<file path="config.mk">
export PLATFORM = sky130hd
export DESIGN_NAME = cmdStatusCtrl
export DESIGN_NICKNAME = d
export VERILOG_FILES = /design/src/rtl/cmdStatusPkg.sv /design/src/rtl/edgeLatch.sv /design/src/rtl/levelCross.sv /design/src/rtl/cmdCtrl.sv /design/src/rtl/statusDatapath.sv /design/src/rtl/cmdStatusCtrl.sv
export SDC_FILE = /design/constraint.sdc
export NUM_CORES = 1
export LEC_CHECK = 0
export ABC_AREA = 1
export BUFFER_PORTS_ARGS = -buffer_cell sky130_fd_sc_hd__buf_2
export CAP_MARGIN = 20
export CORE_UTILIZATION = 40
export DETAILED_ROUTE_END_ITERATION = 8
export PLACE_DENSITY = 0.66
export REMOVE_ABC_BUFFERS = 1
export SLEW_MARGIN = 20
export SYNTH_ARGS = -nofsm -noshare
export SYNTH_HDL_FRONTEND = slang
export SYNTH_SLANG_ARGS = --single-unit
</file>
<file path="constraint.sdc">
create_clock -name clk -period 2.8 [get_ports clk]
set_input_delay 0.42 -clock clk [delete_from_list [all_inputs] [get_ports clk]]
set_output_delay 0.42 -clock clk [all_outputs]
set_load 0.02 [all_outputs]
</file>
<file path="src/rtl/cmdStatusPkg.sv">
package cmdStatusPkg;
  localparam logic [7:0] OP_GET_STATUS = 8'hC0;
  localparam logic [7:0] OP_GET_SETUP  = 8'hC1;
  localparam logic [7:0] OP_GET_FAULT  = 8'hC2;
  localparam logic [7:0] OP_CLR_FAULT  = 8'hC3;
  localparam logic [6:0] OP_SET_CFG_HI = 7'b1101_000;
  localparam logic [7:0] OP_HALT       = 8'hE0;

  typedef struct packed {
    logic anyFrame;
    logic getStatus;
    logic getSetup;
    logic getFault;
    logic clrFault;
    logic setCfg;
    logic cfgSpeed;
    logic halt;
  } ctrlStrobe_t;

  typedef enum logic [1:0] {
    REPLY_ZERO   = 2'd0,
    REPLY_STATUS = 2'd1,
    REPLY_SETUP  = 2'd2,
    REPLY_FAULT  = 2'd3
  } replySel_t;
endpackage

</file>
<file path="src/rtl/edgeLatch.sv">
module edgeLatch #(
  parameter int W       = 1,
  parameter bit FALLING = 1'b0
) (
  input  logic         clk,
  input  logic         rstN,
  input  logic [W-1:0] sig,
  output logic [W-1:0] evt
);
  logic [W-1:0] prevSig;

  always_ff @(posedge clk or negedge rstN) begin
    if (!rstN) prevSig <= FALLING ? {W{1'b1}} : {W{1'b0}};
    else       prevSig <= sig;
  end

  generate
    if (FALLING) begin : g_fall
      assign evt = prevSig & ~sig;
    end else begin : g_rise
      assign evt = sig & ~prevSig;
    end
  endgenerate
endmodule

</file>
<file path="src/rtl/levelCross.sv">
module levelCross #(
  parameter int LEVEL_W   = 6,
  parameter int LOW_MARK  = 4,
  parameter int HIGH_MARK = 16
) (
  input  logic               clk,
  input  logic               rstN,
  input  logic [LEVEL_W-1:0] level,
  output logic               underEvt,
  output logic               overEvt
);
  localparam logic [LEVEL_W-1:0] LOW_L  = LEVEL_W'(LOW_MARK);
  localparam logic [LEVEL_W-1:0] HIGH_L = LEVEL_W'(HIGH_MARK);

  logic [LEVEL_W-1:0] prevLevel;

  always_ff @(posedge clk or negedge rstN) begin
    if (!rstN) prevLevel <= '0;
    else       prevLevel <= level;
  end

  assign underEvt = (prevLevel > LOW_L) && (level <= LOW_L);
  assign overEvt  = (prevLevel <= HIGH_L) && (level > HIGH_L);
endmodule

</file>
<file path="src/rtl/cmdCtrl.sv">
module cmdCtrl
  import cmdStatusPkg::*;
(
  input  logic        frameValid,
  input  logic [7:0]  frameData,
  output ctrlStrobe_t strb,
  output replySel_t   replySel
);
  always_comb begin
    strb           = '0;
    replySel       = REPLY_ZERO;
    strb.anyFrame  = frameValid;
    strb.cfgSpeed  = frameData[0];
    if (frameValid) begin
      unique case (frameData)
        OP_GET_STATUS: begin strb.getStatus = 1'b1; replySel = REPLY_STATUS; end
        OP_GET_SETUP:  begin strb.getSetup  = 1'b1; replySel = REPLY_SETUP;  end
        OP_GET_FAULT:  begin strb.getFault  = 1'b1; replySel = REPLY_FAULT;  end
        OP_CLR_FAULT:  strb.clrFault = 1'b1;
        OP_HALT:       strb.halt     = 1'b1;
        default: begin
          if (frameData[7:1] == OP_SET_CFG_HI) strb.setCfg = 1'b1;
        end
      endcase
    end
  end
endmodule

</file>
<file path="src/rtl/statusDatapath.sv">
module statusDatapath
  import cmdStatusPkg::*;
#(
  parameter int NUM_FAULT  = 6,
  parameter int NUM_SUPPLY = 3,
  parameter int LEVEL_W    = 6,
  parameter int LOW_MARK   = 4,
  parameter int HIGH_MARK  = 16
) (
  input  logic                  clk,
  input  logic                  rstN,
  input  ctrlStrobe_t           strb,
  input  replySel_t             replySel,
  input  logic [LEVEL_W-1:0]    fifoLevel,
  input  logic [NUM_FAULT-1:0]  faultIn,
  input  logic                  overTemp,
  input  logic                  pinResetN,
  input  logic [NUM_SUPPLY-1:0] supplyOk,
  output logic                  irq,
  output logic [7:0]            misoWord,
  output logic                  operable,
  output logic                  drvCmdEn
);
  localparam int NUM_SRC = 5;

  logic [NUM_FAULT-1:0] faultRise;
  logic                 tempRise;
  logic                 pinFall;
  logic                 underEvt;
  logic                 overEvt;

  edgeLatch #(.W(NUM_FAULT), .FALLING(1'b0)) faultEdge_i (
    .clk(clk), .rstN(rstN), .sig(faultIn), .evt(faultRise));
  edgeLatch #(.W(1), .FALLING(1'b0)) tempEdge_i (
    .clk(clk), .rstN(rstN), .sig(overTemp), .evt(tempRise));
  edgeLatch #(.W(1), .FALLING(1'b1)) pinEdge_i (
    .clk(clk), .rstN(rstN), .sig(pinResetN), .evt(pinFall));
  levelCross #(.LEVEL_W(LEVEL_W), .LOW_MARK(LOW_MARK), .HIGH_MARK(HIGH_MARK)) lvl_i (
    .clk(clk), .rstN(rstN), .level(fifoLevel), .underEvt(underEvt), .overEvt(overEvt));

  // pending order: R, F, T, BO, BU
  logic [NUM_SRC-1:0]   pending;
  logic [NUM_SRC-1:0]   newEvt;
  logic [NUM_FAULT-1:0] faultReg;
  logic                 speedHigh;
  logic                 halted;

  assign newEvt = {pinFall, |faultRise, tempRise, overEvt, underEvt};

  always_ff @(posedge clk or negedge rstN) begin
    if (!rstN) pending <= {1'b1, {(NUM_SRC-1){1'b0}}};
    else       pending <= (strb.getStatus ? '0 : pending) | newEvt;
  end

  always_ff @(posedge clk or negedge rstN) begin
    if (!rstN) faultReg <= '0;
    else       faultReg <= (strb.clrFault ? '0 : faultReg) | faultRise;
  end

  always_ff @(posedge clk or negedge rstN) begin
    if (!rstN) begin
      speedHigh <= 1'b0;
      halted    <= 1'b0;
    end else begin
      if (strb.setCfg) speedHigh <= strb.cfgSpeed;
      if (strb.halt)        halted <= 1'b1;
      else if (strb.setCfg) halted <= 1'b0;
    end
  end

  assign operable = ~|faultReg & &supplyOk;
  assign drvCmdEn = operable & ~halted;
  assign irq      = |pending;

  logic [7:0] statusWord;
  logic [7:0] setupWord;
  logic [7:0] faultWord;
  logic [7:0] replyWord;

  assign statusWord = {pending, speedHigh, operable, 1'b0};
  assign setupWord  = {5'b0, halted, speedHigh, operable};

  always_comb begin
    faultWord = '0;
    for (int i = 0; i < NUM_FAULT; i++) faultWord[i] = faultReg[i];
  end

  always_comb begin
    unique case (replySel)
      REPLY_STATUS: replyWord = statusWord;
      REPLY_SETUP:  replyWord = setupWord;
      REPLY_FAULT:  replyWord = faultWord;
      default:      replyWord = 8'h00;
    endcase
  end

  always_ff @(posedge clk or negedge rstN) begin
    if (!rstN)              misoWord <= 8'h00;
    else if (strb.anyFrame) misoWord <= replyWord;
  end
endmodule

</file>
<file path="src/rtl/cmdStatusCtrl.sv">
module cmdStatusCtrl
  import cmdStatusPkg::*;
#(
  parameter int NUM_FAULT  = 6,
  parameter int NUM_SUPPLY = 3,
  parameter int LEVEL_W    = 6,
  parameter int LOW_MARK   = 4,
  parameter int HIGH_MARK  = 16
) (
  input  logic                  clk,
  input  logic                  rstN,
  input  logic                  frameValid,
  input  logic [7:0]            frameData,
  input  logic [LEVEL_W-1:0]    fifoLevel,
  input  logic [NUM_FAULT-1:0]  faultIn,
  input  logic                  overTemp,
  input  logic                  pinResetN,
  input  logic [NUM_SUPPLY-1:0] supplyOk,
  output logic                  irq,
  output logic [7:0]            misoWord,
  output logic                  operable,
  output logic                  drvCmdEn
);
  ctrlStrobe_t strb;
  replySel_t   replySel;

  cmdCtrl ctrl_i (
    .frameValid(frameValid), .frameData(frameData), .strb(strb), .replySel(replySel));

  statusDatapath #(
    .NUM_FAULT(NUM_FAULT), .NUM_SUPPLY(NUM_SUPPLY), .LEVEL_W(LEVEL_W),
    .LOW_MARK(LOW_MARK), .HIGH_MARK(HIGH_MARK)
  ) dp_i (
    .clk(clk), .rstN(rstN), .strb(strb), .replySel(replySel),
    .fifoLevel(fifoLevel), .faultIn(faultIn), .overTemp(overTemp),
    .pinResetN(pinResetN), .supplyOk(supplyOk), .irq(irq),
    .misoWord(misoWord), .operable(operable), .drvCmdEn(drvCmdEn));
endmodule

</file>
* Word level (Yosys, flattened, before mapping)
Cells that the tools add are included.
** Operators by class
- $lt $le $gt $ge :: 4
- Equality and inequality tests :: 9
- Multiplexer cells :: 16
- Bitwise logic cells :: 11
- Reduce and logical (&&, ||, !) cells :: 9
** Operators with widths (count)
- $eq A8 B8 Y1 const B :: 5
- $pmux W8 S3 :: 1
- $reduce_or A6 Y1 :: 2
- $mux W1 :: 10
- $mux W5 :: 2
- $reduce_or A5 Y1 :: 2
- $eq A7 B7 Y1 const B :: 1
- $and A6 B6 Y6 :: 1
- $gt A6 B3 Y1 const B :: 1
- $gt A6 B5 Y1 const B :: 1
- $le A6 B3 Y1 const B :: 1
- $le A6 B5 Y1 const B :: 1
- $mux W6 :: 1
- $not A6 Y6 :: 1
- $or A6 B6 Y6 :: 1
- $pmux W2 S3 :: 1
- $or A5 B5 Y5 :: 1
- $and A1 B1 Y1 :: 4
- $eq A2 B2 Y1 const B :: 2
- $not A1 Y1 :: 3
- $reduce_and A3 Y1 :: 1
- $eq A2 B1 Y1 const B :: 1
- $logic_and A1 B1 Y1 :: 2
- $mux W2 :: 1
- 2 further kinds :: 2
** Word-level totals
- Flip-flop bits (word level) :: 35
- Input bits :: 28
- Output and inout bits :: 11
- Word-level logic and storage cells :: 58

* Logic depth before layout (Yosys ltp)
- Depth after elaboration :: 6
- Mapped depth :: 8
- Gate-level depth less buffers :: 8

* By module
From an unflattened synthesis, not the netlist that was laid out.
** Unflattened totals
- Cells, all modules :: 193
- Area, all modules :: 1625.3 sq um
** By module, submodules not included
- statusDatapath :: times used 1, cells each 107, area an instance 950.9 sq um, sequential area each 526.8 sq um
- levelCross :: times used 1, cells each 28, area an instance 239.0 sq um, sequential area each 150.1 sq um
- edgeLatch at dp_i.faultEdge_i :: times used 1, cells each 18, area an instance 210.2 sq um, sequential area each 150.1 sq um
- cmdCtrl :: times used 1, cells each 34, area an instance 153.9 sq um, sequential area each 0.0 sq um
- edgeLatch at dp_i.pinEdge_i :: times used 1, cells each 3, area an instance 36.3 sq um, sequential area each 26.3 sq um
- edgeLatch at dp_i.tempEdge_i :: times used 1, cells each 3, area an instance 35.0 sq um, sequential area each 25.0 sq um

* Worst setup path before layout
OpenSTA, ideal clock, no wires.
- Path type :: register to output
- Start :: reg dp_i.faultReg[0]
- End :: out drvCmdEn
- Data arrival time :: 1020 ps
- Data required time :: 2380 ps
- Path slack :: 1360 ps
- Cell stages (with the launch flop) :: 4
- Path buffers :: 0
- Cell sequence :: dfrtp_1 nor2_1 nand3_1 nor3_1
** On the way
- Word-level cells in the longest chain between the ends :: 4
** Ends and longest elaborated chain
- start: declaration :: RTL line statusDatapath.sv:44 : logic [NUM_FAULT-1:0] faultReg;
- start signal: assignment :: RTL line statusDatapath.sv:57 : else faultReg <= (strb.clrFault ? '0 : faultReg) | faultRise;
- $reduce_or A6 Y1 :: RTL line statusDatapath.sv:71 : assign operable = ~|faultReg & &supplyOk;
- $logic_not A1 Y1 :: RTL line statusDatapath.sv:71
- $and A1 B1 Y1 :: RTL line statusDatapath.sv:71
- $and A1 B1 Y1 :: RTL line statusDatapath.sv:72 : assign drvCmdEn = operable & ~halted;
- end: declaration :: RTL line cmdStatusCtrl.sv:22 : output logic drvCmdEn
No other way between the ends.

* Worst setup path in the final report
- Start :: reg dp_i.faultReg[3]
- End :: out operable
** On the way
- Word-level cells in the longest chain between the ends :: 3
** Ends and longest elaborated chain
- $reduce_or A6 Y1 :: RTL line statusDatapath.sv:71
- $logic_not A1 Y1 :: RTL line statusDatapath.sv:71
- $and A1 B1 Y1 :: RTL line statusDatapath.sv:71
- end: declaration :: RTL line cmdStatusCtrl.sv:21 : output logic operable,
No other way between the ends.

==> flow_summary.yaml <==
sta:
  final_hold_viol_count: 0
  fmax_mhz: 578
  layout_worst_path_cycle_share_pct: 61.8
  setup_viol: 0
  fin_skew_ns: 0.00456
  fin_crit_ns: 1.73
  rsz0062_at_grt: "no"
  finalMaxSlewViolations: 0
  max-slew-margin-rel_pct: 50.5
  fin_setup_tns_ns: 0
  hold_ws_ns: 0.203
  final.setup.worst_slack_ns: 1.07
  worst_pin_slew_ns: 0.742
finish:
  n_fill_cell: 375
  area_delta_synth_final_pct: 21.1
  fin_nets: 237
  final_layout_size_suffix_gt1_share_pct: 27.1
  antenna_cells: 0
worst_setup_path:
  crit_path_end_kind: "output pin"
  crit_fanout: 3
  crit_arrival_ns: 1.31
  cp.required_ns: 2.38
  critPathLaunchType: "flip-flop"
  r2r_slack_ns: 1.69
  rr_worst_depth: 5
  path_class: "reg -> out"
hold_path:
  hold_path_class: "in -> async"
route:
  first_iter_violations: 41
  wire_per_inst_um: 11.1
  drtAntennaViolNets: 0
  dr.pass1.iters: 4
  drcViolationCount: 0
  vias: 1243
  postRouteWirelength_um: 2860
  vias_per_cell: 4.82
synthesis:
  synth-seq-area-share_pct: 57.9
  netlist_area_mm2: 0.00152
  synth_cells: 165
  netlist.area_leader.share_pct: 54.4
  yosysTopAreaCell: "dfrtp_1"
  synth_cell_types: 22
  avgSynthCellArea_um2: 9.20
  ys_seq_elements: 35
  synth.area.top_cells: "dfrtp_1 54%, nand2_1 7.7%, inv_1 5.7%"
  yosysWarnings: 0
power_and_ir_drop:
  cellPowerDensity_mw_per_mm2: 510
  vdd_drop_max_mv: 0.328
  p_leak_nw: 0.954
outcome:
  status: "completed"
cts:
  cts-resized-gates: 0
  cts-root-buf: "clkbuf_8"
  clkTransAtPathRegs_ns: 0.07
  ctsHoldBuffers: 0
  clock_latency_ns: 0.28
  tritoncts: "built"
  cts_sinks: 35
  htree_levels: 2
  postCtsSetupRepairBufs: 0
  clockBufferDepth: 2
  numCtsBuffers: 5
placement:
  gp_congestion: 0.751
  pre_cts_slack_ns: 1.35
  dp.final_hpwl_um: 2140
  io_buffers: 38
global_routing:
  grt_first_pass_wirelength_um: 4930
  grt_pass1_vias: 1154
  grt_max_degree: 36
  antenna_found_initial: 0
  overflow: 0
  grt_usage_pct: 16.2
floorplanning:
  floorplan.initialDensity_pct: 41.5
  die_y_um: 63.6
  fp.dieArea_mm2: 0.00404
  coreArea_mm2: 0.00366
  die_w_um: 63.6
  num_rows: 22
  pin_count: 39
job:
  cap_violations: 0
-- synth_stat cells --
cell	number
dfrtp_1	33
nand4_1	13
o21ai_2	2
o21a_1	1
inv_6	1
inv_1	23
dfstp_2	2
nor2_1	15
nand3_1	13
buf_6	1
nand3_4	1
nor2_4	3
inv_2	3
a21oi_1	1
nor3_2	1
o21ai_0	12
a21boi_0	1
nand2_1	31
o21ai_1	1
o22ai_1	1
nand3b_1	1
nor3_1	5
-- registers in the layout, indices dropped and copies added (netlist names) --
register / count
dp_i.faultEdge_i.prevSig: 6
dp_i.faultReg: 6
dp_i.halted: 1
dp_i.lvl_i.prevLevel: 6
dp_i.misoWord: 8
dp_i.pending: 5
dp_i.pinEdge_i.prevSig: 1
dp_i.speedHigh: 1
dp_i.tempEdge_i.prevSig: 1
-- where the power goes --
group | internal [mW] | switching (mW)
combinational | 0.0258 | 0.0455
clock | 0.174 | 0.164
sequential | 0.521 | 0.00674
-- critical path, stage by stage (launching register included) --
cell,delay (ns)
dfrtp_1,0.41
nor2_1,0.11
nand3_1,0.11
nor2_1,0.20
buf_2,0.21
-- worst paths after layout --
check / startpoint / endpoint
setup / recovery: dp_i.faultReg[3] / operable
hold / removal: rstN / dp_i.misoWord[6]
setup reg to reg: dp_i.faultReg[3] / dp_i.misoWord[1]
hold reg to reg: dp_i.tempEdge_i.prevSig / dp_i.pending[2]
max in group asynchronous: rstN / dp_i.lvl_i.prevLevel[4]
min in group clk: pinResetN / dp_i.pinEdge_i.prevSig
-- metal layers --
metal	vias to the layer above	global-route usage [%]	routed length, um
li1	628	-	-
met1	573	19.6	1300
met2	40	26.5	1370
met3	2	5.25	163
met4	0	6.82	27
met5	-	0	0
-- through the flow --
| stage | utilization [%] | instance area, um2 | power, mW | cells |
|---|---|---|---|---|
| 4_1_cts | 50.2 | 1840 | 0.953 | 258 |
| 2_1_floorplan | - | 1510 | 0.565 | 164 |
| 3_5_place_dp | 48.0 | 1760 | 0.610 | 250 |
| 6_report | 50.2 | 1840 | 0.937 | 258 |
| 5_1_grt | 50.2 | 1840 | 0.986 | 258 |
| 3_3_place_gp | 48.0 | 1760 | 0.608 | 250 |
-- layout make-up --
type                            instances  area [um2]  share of cell area [%]
Clock buffer                            7        76.3                    4.15
Clock inverter                          1        5.00                   0.272
Inverter                               27         106                    5.79
Multi-Input combinational cell        102         522                    28.4
Sequential cell                        35         878                    47.8
Tap cell                               48        60.1                    3.27
Timing Repair Buffer                   38         190                    10.3
-- placed cells by master (no fill, tap or decap) --
cell and count:
a21boi_0 1, a21oi_1 1, buf_2 38, clkbuf_1 2
clkbuf_8 5, clkinv_2 1, dfrtp_1 33, dfstp_2 2
inv_1 23, inv_2 3, inv_6 1, nand2_1 31
nand3_1 13, nand3_4 1, nand3b_1 1, nand4_1 13
nor2_1 15, nor2_4 3, nor3_1 5, nor3_2 1
o21a_1 1, o21ai_0 12, o21ai_1 1, o21ai_2 2
o22ai_1 1
-- logic make-up after synthesis --
family          share of synthesized area (%)
compound gates                           7.17
buf+inv                                  7.75
flops                                    57.9
simple gates                             27.2
Note: power is estimated with default switching activity, not from simulation.
